<file path="src/rtl/lrsc_pkg.sv">
// Package: shared operation codes for the reservation monitor.
// Assumes one operation per cycle; codes outside the enum act as idle.
package lrsc_pkg;
    typedef enum logic [1:0] {
        OPK_IDLE  = 2'b00,
        OPK_LOAD  = 2'b01,
        OPK_STORE = 2'b10,
        OPK_RSVD  = 2'b11
    } op_kind_e;

    // Page attribute bit positions decoded by the fault checker.
    localparam int unsigned PATTR_WT_BIT = 3;
    localparam int unsigned PATTR_CI_BIT = 2;
endpackage

</file>
<file path="src/rtl/lrsc_fault_check.sv">
// Module: lrsc_fault_check
// Decides combinationally whether an atomic operation must trap instead of
// executing. Alignment is tested first and masks the data-storage causes.
// Assumes WORD_BYTES is a power of two.
module lrsc_fault_check #(
    parameter int unsigned ADDR_W     = 32,
    parameter int unsigned WORD_BYTES = 4
) (
    input  logic [ADDR_W-1:0] addr,
    input  logic [3:0]        pattr,
    input  logic              cache_locked,
    output logic              flt_align,
    output logic              flt_dsi,
    output logic              flt_any
);
    import lrsc_pkg::*;

    localparam int unsigned ALIGN_W = $clog2(WORD_BYTES);

    logic                unused_hi;
    logic                raw_dsi;

    assign unused_hi = ^{addr[ADDR_W-1:ALIGN_W], pattr[1:0]};

    // Raw data-storage cause: write-through page or locked cache.
    always_comb begin
        raw_dsi = cache_locked ||
                  (pattr[PATTR_WT_BIT] && !pattr[PATTR_CI_BIT]);
    end

    // Prioritise alignment over the data-storage causes.
    always_comb begin
        flt_align = (addr[ALIGN_W-1:0] != '0);
        flt_dsi   = !flt_align && raw_dsi;
        flt_any   = flt_align || raw_dsi;
    end

    // Checks that the prioritised causes never both appear.
    always_comb begin
        a_fault_excl_r5: assert (!(flt_align && flt_dsi))
            else $error("fault causes overlap");
    end
endmodule

</file>
<file path="src/rtl/lrsc_snoop_match.sv">
// Module: lrsc_snoop_match
// Compares every snoop port against the reserved granule tag and ORs the
// results. Assumes snoop addresses are packed port 0 lowest.
module lrsc_snoop_match #(
    parameter int unsigned ADDR_W    = 32,
    parameter int unsigned OFS_W     = 5,
    parameter int unsigned NUM_SNOOP = 2
) (
    input  logic [NUM_SNOOP-1:0]        snoop_valid,
    input  logic [NUM_SNOOP*ADDR_W-1:0] snoop_addr,
    input  logic                        rsv_valid,
    input  logic [ADDR_W-OFS_W-1:0]     rsv_tag,
    output logic                        snoop_hit
);
    localparam int unsigned TAG_W = ADDR_W - OFS_W;

    logic [NUM_SNOOP-1:0] port_hit;

    // One comparator per snoop port.
    for (genvar g = 0; g < NUM_SNOOP; g++) begin : g_port
        logic [ADDR_W-1:0] one_addr;
        logic [TAG_W-1:0]  one_tag;
        logic              unused_ofs;
        assign one_addr   = snoop_addr[g*ADDR_W +: ADDR_W];
        assign one_tag    = one_addr[ADDR_W-1:OFS_W];
        assign unused_ofs = ^one_addr[OFS_W-1:0];
        assign port_hit[g] = snoop_valid[g] && (one_tag == rsv_tag);
    end

    // Any live port hit kills the reservation.
    always_comb begin
        snoop_hit = rsv_valid && (port_hit != '0);
    end
endmodule

</file>
<file path="src/rtl/lrsc_resv_reg.sv">
// Module: lrsc_resv_reg
// Holds the reservation flag and granule tag. Priority: a new reserving load
// wins, then a conditional-store clear, then a snoop clear.
module lrsc_resv_reg #(
    parameter int unsigned TAG_W = 27
) (
    input  logic             clk,
    input  logic             rst_n,
    input  logic             load_set,
    input  logic [TAG_W-1:0] load_tag,
    input  logic             store_clr,
    input  logic             snoop_clr,
    output logic             rsv_valid,
    output logic [TAG_W-1:0] rsv_tag
);
    // Update the single reservation entry.
    always_ff @(posedge clk) begin
        if (!rst_n) begin
            rsv_valid <= 1'b0;
            rsv_tag   <= '0;
        end else if (load_set) begin
            rsv_valid <= 1'b1;
            rsv_tag   <= load_tag;
        end else if (store_clr || snoop_clr) begin
            rsv_valid <= 1'b0;
        end
    end

    p_load_sets_r10: assert property (@(posedge clk) disable iff (!rst_n)
        load_set |=> (rsv_valid && rsv_tag == $past(load_tag)))
        else $error("reserving load did not install tag");

    p_store_clears_r3: assert property (@(posedge clk) disable iff (!rst_n)
        (store_clr && !load_set) |=> !rsv_valid)
        else $error("conditional store left reservation live");

    p_snoop_clears_r9: assert property (@(posedge clk) disable iff (!rst_n)
        (snoop_clr && !load_set) |=> !rsv_valid)
        else $error("snoop hit left reservation live");
endmodule

</file>
<file path="src/rtl/lrsc_monitor.sv">
// Module: lrsc_monitor (top)
// Single-entry reservation monitor for reserving-load / conditional-store
// pairs. Results and interrupt requests are registered and appear one cycle
// after the operation. Assumes at most one operation per cycle.
module lrsc_monitor #(
    parameter int unsigned ADDR_W        = 32,
    parameter int unsigned GRANULE_BYTES = 32,
    parameter int unsigned WORD_BYTES    = 4,
    parameter int unsigned NUM_SNOOP     = 2
) (
    input  logic                        clk,
    input  logic                        rst_n,
    input  logic                        op_valid,
    input  logic [1:0]                  op_kind,
    input  logic [ADDR_W-1:0]           op_addr,
    input  logic [3:0]                  op_pattr,
    input  logic                        dcache_locked,
    input  logic [NUM_SNOOP-1:0]        snoop_valid,
    input  logic [NUM_SNOOP*ADDR_W-1:0] snoop_addr,
    output logic                        sc_done,
    output logic                        sc_success,
    output logic                        irq_align,
    output logic                        irq_dsi
);
    import lrsc_pkg::*;

    localparam int unsigned OFS_W = $clog2(GRANULE_BYTES);
    localparam int unsigned TAG_W = ADDR_W - OFS_W;

    logic             is_load, is_store;
    logic             flt_align, flt_dsi, flt_any;
    logic             snoop_hit;
    logic             rsv_valid;
    logic [TAG_W-1:0] rsv_tag;
    logic [TAG_W-1:0] op_tag;
    logic             load_go, store_go, tag_ok;

    assign op_tag = op_addr[ADDR_W-1:OFS_W];

    // Decode the presented operation.
    always_comb begin
        is_load  = op_valid && (op_kind == OPK_LOAD);
        is_store = op_valid && (op_kind == OPK_STORE);
    end

    lrsc_fault_check #(
        .ADDR_W     (ADDR_W),
        .WORD_BYTES (WORD_BYTES)
    ) u_fault (
        .addr         (op_addr),
        .pattr        (op_pattr),
        .cache_locked (dcache_locked),
        .flt_align    (flt_align),
        .flt_dsi      (flt_dsi),
        .flt_any      (flt_any)
    );

    lrsc_snoop_match #(
        .ADDR_W    (ADDR_W),
        .OFS_W     (OFS_W),
        .NUM_SNOOP (NUM_SNOOP)
    ) u_snoop (
        .snoop_valid (snoop_valid),
        .snoop_addr  (snoop_addr),
        .rsv_valid   (rsv_valid),
        .rsv_tag     (rsv_tag),
        .snoop_hit   (snoop_hit)
    );

    // Qualify operations that execute, and test the store's tag.
    always_comb begin
        load_go  = is_load  && !flt_any;
        store_go = is_store && !flt_any;
        tag_ok   = rsv_valid && (rsv_tag == op_tag) && !snoop_hit;
    end

    lrsc_resv_reg #(
        .TAG_W (TAG_W)
    ) u_resv (
        .clk       (clk),
        .rst_n     (rst_n),
        .load_set  (load_go),
        .load_tag  (op_tag),
        .store_clr (store_go),
        .snoop_clr (snoop_hit),
        .rsv_valid (rsv_valid),
        .rsv_tag   (rsv_tag)
    );

    // Register the per-operation result pulses.
    always_ff @(posedge clk) begin
        if (!rst_n) begin
            sc_done    <= 1'b0;
            sc_success <= 1'b0;
            irq_align  <= 1'b0;
            irq_dsi    <= 1'b0;
        end else begin
            sc_done    <= store_go;
            sc_success <= store_go && tag_ok;
            irq_align  <= (is_load || is_store) && flt_align;
            irq_dsi    <= (is_load || is_store) && flt_dsi;
        end
    end

    p_irq_excl_r5: assert property (@(posedge clk) disable iff (!rst_n)
        !(irq_align && irq_dsi))
        else $error("both interrupt requests raised");

    p_success_done_r2: assert property (@(posedge clk) disable iff (!rst_n)
        sc_success |-> sc_done)
        else $error("success without done");

    p_fault_hold_r8: assert property (@(posedge clk) disable iff (!rst_n)
        ((is_load || is_store) && flt_any && !snoop_hit) |=>
            ($stable(rsv_valid) && $stable(rsv_tag)))
        else $error("faulting op changed reservation");

    p_idle_quiet_r11: assert property (@(posedge clk) disable iff (!rst_n)
        (!is_load && !is_store) |=> !(sc_done || irq_align || irq_dsi))
        else $error("output pulse without an operation");
endmodule

</file>
<file path="config.mk">
export PLATFORM = sky130hd
export DESIGN_NAME = lrsc_monitor
export DESIGN_NICKNAME = d
export VERILOG_FILES = /design/src/rtl/lrsc_pkg.sv /design/src/rtl/lrsc_fault_check.sv /design/src/rtl/lrsc_snoop_match.sv /design/src/rtl/lrsc_resv_reg.sv /design/src/rtl/lrsc_monitor.sv
export SDC_FILE = /design/constraint.sdc
export NUM_CORES = 1
export LEC_CHECK = 0
export CORE_ASPECT_RATIO = 1.1
export CORE_MARGIN = 1.5
export CORE_UTILIZATION = 40
export CTS_CLUSTER_SIZE = 24
export DETAILED_ROUTE_END_ITERATION = 6
export GPL_ROUTABILITY_DRIVEN = 0
export PLACE_DENSITY = 0.8
export SLEW_MARGIN = 20
export SYNTH_ARGS = -nofsm -noshare
export SYNTH_HDL_FRONTEND = slang
export SYNTH_SLANG_ARGS = --single-unit
</file>
<file path="constraint.sdc">
create_clock -name clk -period 1.9 [get_ports clk]
set_input_delay 0.19 -clock clk [delete_from_list [all_inputs] [get_ports clk]]
set_output_delay 0.19 -clock clk [all_outputs]
set_load 0.01 [all_outputs]
</file>
After elaboration in Yosys (flattened, before gate mapping)
Cells that the tools add are included.
{"block": "classes", "n_reduce_logical": 25, "eq_ne": 5, "mux": 2}
{"cell": "equality test 27 bit", "n": 3}
{"cell": "logical AND 1 bit", "n": 14}
{"cell": "nonzero test 2 bit", "n": 3}
{"cell": "zero test 1 bit", "n": 4}
{"cell": "logical OR 1 bit", "n": 4}
{"cell": "equality test 2 x 1 -> 1 bit, second input constant", "n": 1}
{"cell": "equality test 2 bit, second input constant", "n": 1}
{"cell": "2-to-1 mux 1 bit", "n": 2}
{"block": "totals", "register_bits": 32, "word_cells": 38, "inputBits": 108}

Depth between registers and ports, before layout
{"block": "logic_depth", "depth_word": 9, "mapped_depth": 7}

Modules after synthesis
Synthesis repeated with hierarchy kept, for this count alone.
{"block": "hier_totals", "hier_cells": 219, "hier_area_um2": 2173.3}
{"module": "lrsc_resv_reg", "seq_area_each_um2": 560.5, "cells_each": 89, "area_per_inst_um2": 1073.5, "n_inst": 1}
{"module": "lrsc_snoop_match", "seq_area_each_um2": 0.0, "cells_each": 73, "area_per_inst_um2": 611.8, "n_inst": 1}
{"module": "lrsc_monitor", "seq_area_each_um2": 80.1, "cells_each": 52, "area_per_inst_um2": 444.2, "n_inst": 1}
{"module": "lrsc_fault_check", "seq_area_each_um2": 0.0, "cells_each": 5, "area_per_inst_um2": 43.8, "n_inst": 1}

Least setup slack after synthesis
Ideal clock, no wire load.
{"block": "synth_path", "path_type": "register -> register", "startpoint": "register u_resv.rsv_tag[13]", "endpoint": "register u_resv.rsv_valid", "setup_ps": 123, "arrival_ps": 1625, "n_path_buf": 0, "setup_slack_ps": 152, "synth_period_minus_slack_ps": 1748, "path_stages_with_launch": 7, "t_required_ps": 1777, "path_cell_list": "dfxtp_1 -> xnor2_1 -> nand4_1 -> or4_1 -> or4_1 -> o2111ai_1 -> o21ai_1"}
{"block": "synth_via", "elab_chain_cells": 6, "word_cells_on_any_way": 8, "cone_classes": "eq/ne: 2; reduce/logical: 6"}
{"item": "from (decl)", "line_no": "lrsc_resv_reg.sv:14", "text": "output logic [TAG_W-1:0] rsv_tag"}
{"item": "from (signal assigned)", "line_no": "lrsc_resv_reg.sv:23", "text": "rsv_tag <= load_tag;"}
{"item": "equality test 27 bit", "line_no": "lrsc_snoop_match.sv:27", "text": "assign port_hit[g] = snoop_valid[g] && (one_tag == rsv_tag);"}
{"item": "logical AND 1 bit", "line_no": "lrsc_snoop_match.sv:27"}
{"item": "nonzero test 2 bit (*)", "line_no": "lrsc_snoop_match.sv:32", "text": "snoop_hit = rsv_valid && (port_hit != '0);"}
{"item": "logical AND 1 bit (*)", "line_no": "lrsc_snoop_match.sv:32"}
{"item": "logical OR 1 bit (*)", "line_no": "lrsc_resv_reg.sv:24", "text": "end else if (store_clr || snoop_clr) begin"}
{"item": "nonzero test 2 bit (no line) (*)"}
{"item": "to (signal assigned)", "line_no": "lrsc_resv_reg.sv:19", "text": "rsv_valid <= 1'b0;"}
{"item": "to (signal assigned)", "line_no": "lrsc_resv_reg.sv:22", "text": "rsv_valid <= 1'b1;"}
{"item": "to (signal assigned)", "line_no": "lrsc_resv_reg.sv:25", "text": "rsv_valid <= 1'b0;"}
{"item": "to (decl)", "line_no": "lrsc_resv_reg.sv:13", "text": "output logic rsv_valid,"}
Every way passes the cells marked *; elsewhere a longest branch is shown, timed or not.
A chain may end at the register's enable or synchronous reset.

Worst setup path in the final report
{"block": "layout_path", "startpoint": "register u_resv.rsv_tag[18]", "endpoint": "register u_resv.rsv_valid"}
The elaborated chain is that of the path after synthesis.

==> results.yml <==
clock_network:
  cts_max_level: 2
  hold_buffers: 0
  clk_latency_ns: 0.30
  clockBufferDepth: 2
  clk_pin_slew_ns: 0.07
  cts-root-buf: "clkbuf_8"
  clkSinkCount: 32
  cts_buffers: 5
  cts_tree: "built"
synth:
  synth_compound_area_share_pct: 1.20
  synth.distinct_cells: 26
  yosys-top-cells-area: "dfxtp_1 29%, xnor2_1 23%, mux2i_1 12%, xor2_1 9.6%, nor2b_1 7.7%"
  synth.yosys.seq_area_share_pct: 29.2
  synthSimpleGateAreaFrac_pct: 22.5
  synth_area_per_cell_um2: 9.51
  synth_nets: 339
  synth_top_family_by_area: "XOR/XNOR gates"
  synth_top_cell_by_area: "dfxtp_1"
  synth-xor-area-share_pct: 32.7
  ys.warnings.count: 0
  synth.top_cell.area_share_pct: 29.2
  synth_area_mm2: 0.00220
  synthAdderAreaFrac_pct: 0
  synth_cells: 231
  synthMuxAreaShare_pct: 12.3
  synth_seq_cells: 32
timing:
  setup_viol: 0
  worstMarginPinSlew_ns: 0.444
  finalMaxSlewViolations: 0
  slew_headroom_pct: 70.1
  whs_ns: 0.460
  fmax_mhz: 542
  period_needed_ns: 1.84
  post-route-period-util_pct: 97.1
  finalHoldViolCount: 0
  skew_ns: 0.00890
final_layout:
  layout.nets: 465
  diodes: 0
  final_cells: 433
  final.fill_count: 456
  drive_gt1_share_pct: 14.0
  area_growth_pct: 66.0
  fin_util_pct: 68.5
floorplanning:
  core_mm2: 0.00533
  initial_core_util_pct: 41.2
  num_rows: 28
  ios: 112
  die_area_mm2: 0.00594
  die_w_um: 73.6
  die_h_um: 80.7
pwr:
  leakage_uw: 0.00126
  comb_power_share_pct: 22.8
  internal-power_uw: 1410
  p_seq_share_pct: 37.1
  power_frac_clock_pct: 40.1
  switching_share_pct: 23.0
  power.switching_uw: 423
  irDropWorstVdd_uv: 484
  power_density_mw_per_mm2: 503
worst_hold_path:
  hp-start: "op_addr[0]"
  min_to: "irq_dsi"
  hp-class: "in -> reg"
  worstHoldPathCells: 2
worst_setup_path:
  r2r-start: "u_resv.rsv_tag[18]"
  r2r-end: "u_resv.rsv_valid"
  startpoint_type: "register"
  end_kind: "register"
  arrival_ns: 2.04
  rr_worst_depth: 6
  critical_path_class: "reg -> reg"
  path_max_fanout: 2
  r2r_slack_ns: 0.06
  worstPathRequired_ns: 2.09
grt:
  grt-ovfl-total: 0
  grt_pass1_wl_mm: 9.92
  grt_pass1_vias: 2186
  track_usage_pct: 22.4
  antenna_found_initial: 0
  grt_max_degree: 33
route:
  dr.pass1.iters: 4
  wl_per_cell_um: 15.6
  drc: 0
  avgViaCountPerCell: 5.00
  drt_first_iter_violations: 73
  dr_total_vias: 2164
  drt-total-wl_mm: 6.76
  ant_nets: 0
placement:
  io_buffers: 96
  dp.cells: 424
  dpl.hpwl_mm: 5.21
flow_run:
  maxCapViolations: 0
run_status:
  status: "finished clean"
==> what timing repair did <==
item	4_1_cts	5_1_grt
endpoints found under the setup margin	0	1
setup buffers	0	1
gates resized for setup	0	10
hold endpoints to repair	0	0
==> power by group through the flow <==
| stage | combinational (uW) | sequential [uW] | clock [uW] |
|---|---|---|---|
| 2_1_floorplan | 130 | 696 | 0 |
| 3_3_place_gp | 399 | 695 | 0 |
| 3_5_place_dp | 404 | 695 | 0 |
| 4_1_cts | 408 | 680 | 742 |
| 5_1_grt | 444 | 680 | 756 |
| 6_report | 419 | 680 | 735 |
==> cell type report <==
type                            instances  area (um^2)  share of cell area (%)
Clock inverter                          1         30.0                   0.824
Clock buffer                            7         96.3                    2.64
Inverter                                2         7.51                   0.206
Tap cell                               75         93.8                    2.57
Multi-Input combinational cell        191         1570                    43.1
Timing Repair Buffer                  125         1210                    33.1
Sequential cell                        32          642                    17.6
==> synthesized netlist by cell type <==
library cell,count
xnor2_1,58
and3_1,1
mux2i_1,27
nand4_1,20
nand2_1,2
nand4_4,1
dfxtp_1,32
o2111ai_1,1
a21boi_1,1
a21oi_1,1
inv_1,2
nor4b_1,2
xor2_1,24
o21ai_1,1
or4_1,2
buf_6,2
nand2_4,1
nand3_1,4
nor3_1,3
buf_2,1
nor2_2,1
or2_2,1
nor4_1,10
nor2b_1,27
clkbuf_1,3
nor2_1,3
==> logic make-up after synthesis <==
family / after synthesis
compound gates: 4
xor+xnor: 82
buf+inv: 8
flops: 32
mux: 27
simple gates: 78
==> how the worst max path moves through the flow <==
stage                       startpoint  slack, ns               end
detailed placement       snoop_addr[8]      -0.27  u_resv.rsv_valid
CTS                  u_resv.rsv_tag[3]      0.003  u_resv.rsv_valid
floorplan           u_resv.rsv_tag[13]       0.15  u_resv.rsv_valid
global placement         snoop_addr[8]      -0.22  u_resv.rsv_valid
finish              u_resv.rsv_tag[18]       0.06  u_resv.rsv_valid
global route        u_resv.rsv_tag[18]      -0.04  u_resv.rsv_valid
==> metal layers <==
metal | GRT usage, % | vias to the layer above | part of all wire, % | wire, um
met4 | 6.85 | 0 | 1.9 | 129
li1 | - | 1055 | - | -
met5 | 0 | - | 0 | 0
met3 | 6.27 | 13 | 6.0 | 407
met1 | 24.8 | 1015 | 40 | 2710
met2 | 40.9 | 81 | 52 | 3510
==> flip-flops by register name, summed over array words and instances (netlist names) <==
signal / cells
u_resv.rsv_tag: 27
sc_done: 1
u_resv.rsv_valid: 1
irq_dsi: 1
irq_align: 1
sc_success: 1
==> worst max-delay path: stages (launching register included) <==
cell and delay (ns):
dfxtp_1 0.32, xnor2_1 0.23, nand4_1 0.11, or4_1 0.47
or4_1 0.41, o2111ai_1 0.10, o21ai_1 0.09
==> stage by stage <==
step / setup slack, ns / power [uW] / instance area [um^2] / TNS (ns)
global route: -0.0386 / 1880 / 3650 / -0.0386
CTS: 0.00264 / 1830 / 3580 / 0
floorplan: 0.152 / 826 / 2200 / 0
detailed placement: -0.266 / 1100 / 3450 / -0.266
global placement: -0.220 / 1090 / 3450 / -0.220
finish: 0.0552 / 1830 / 3650 / 0
==> placed cells by master (no fill, tap or decap), drive strengths merged <==
master,synthesis,routed
dfxtp,32,32
clkdlybuf4s50,0,95
or4,2,2
xnor2,58,58
nand3,4,4
o21ai,1,1
nor4,10,10
nor4b,2,2
nor2b,27,27
xor2,24,24
inv,2,2
nor2,4,4
clkbuf,3,7
or2,1,1
o2111ai,1,1
dlymetal6s2s,0,1
and3,1,1
a21oi,1,1
nor3,3,3
mux2i,27,27
bufinv,0,1
nand2,3,3
nand4,21,21
buf,3,29
a21boi,1,1
(Power assumes the default switching activity.)
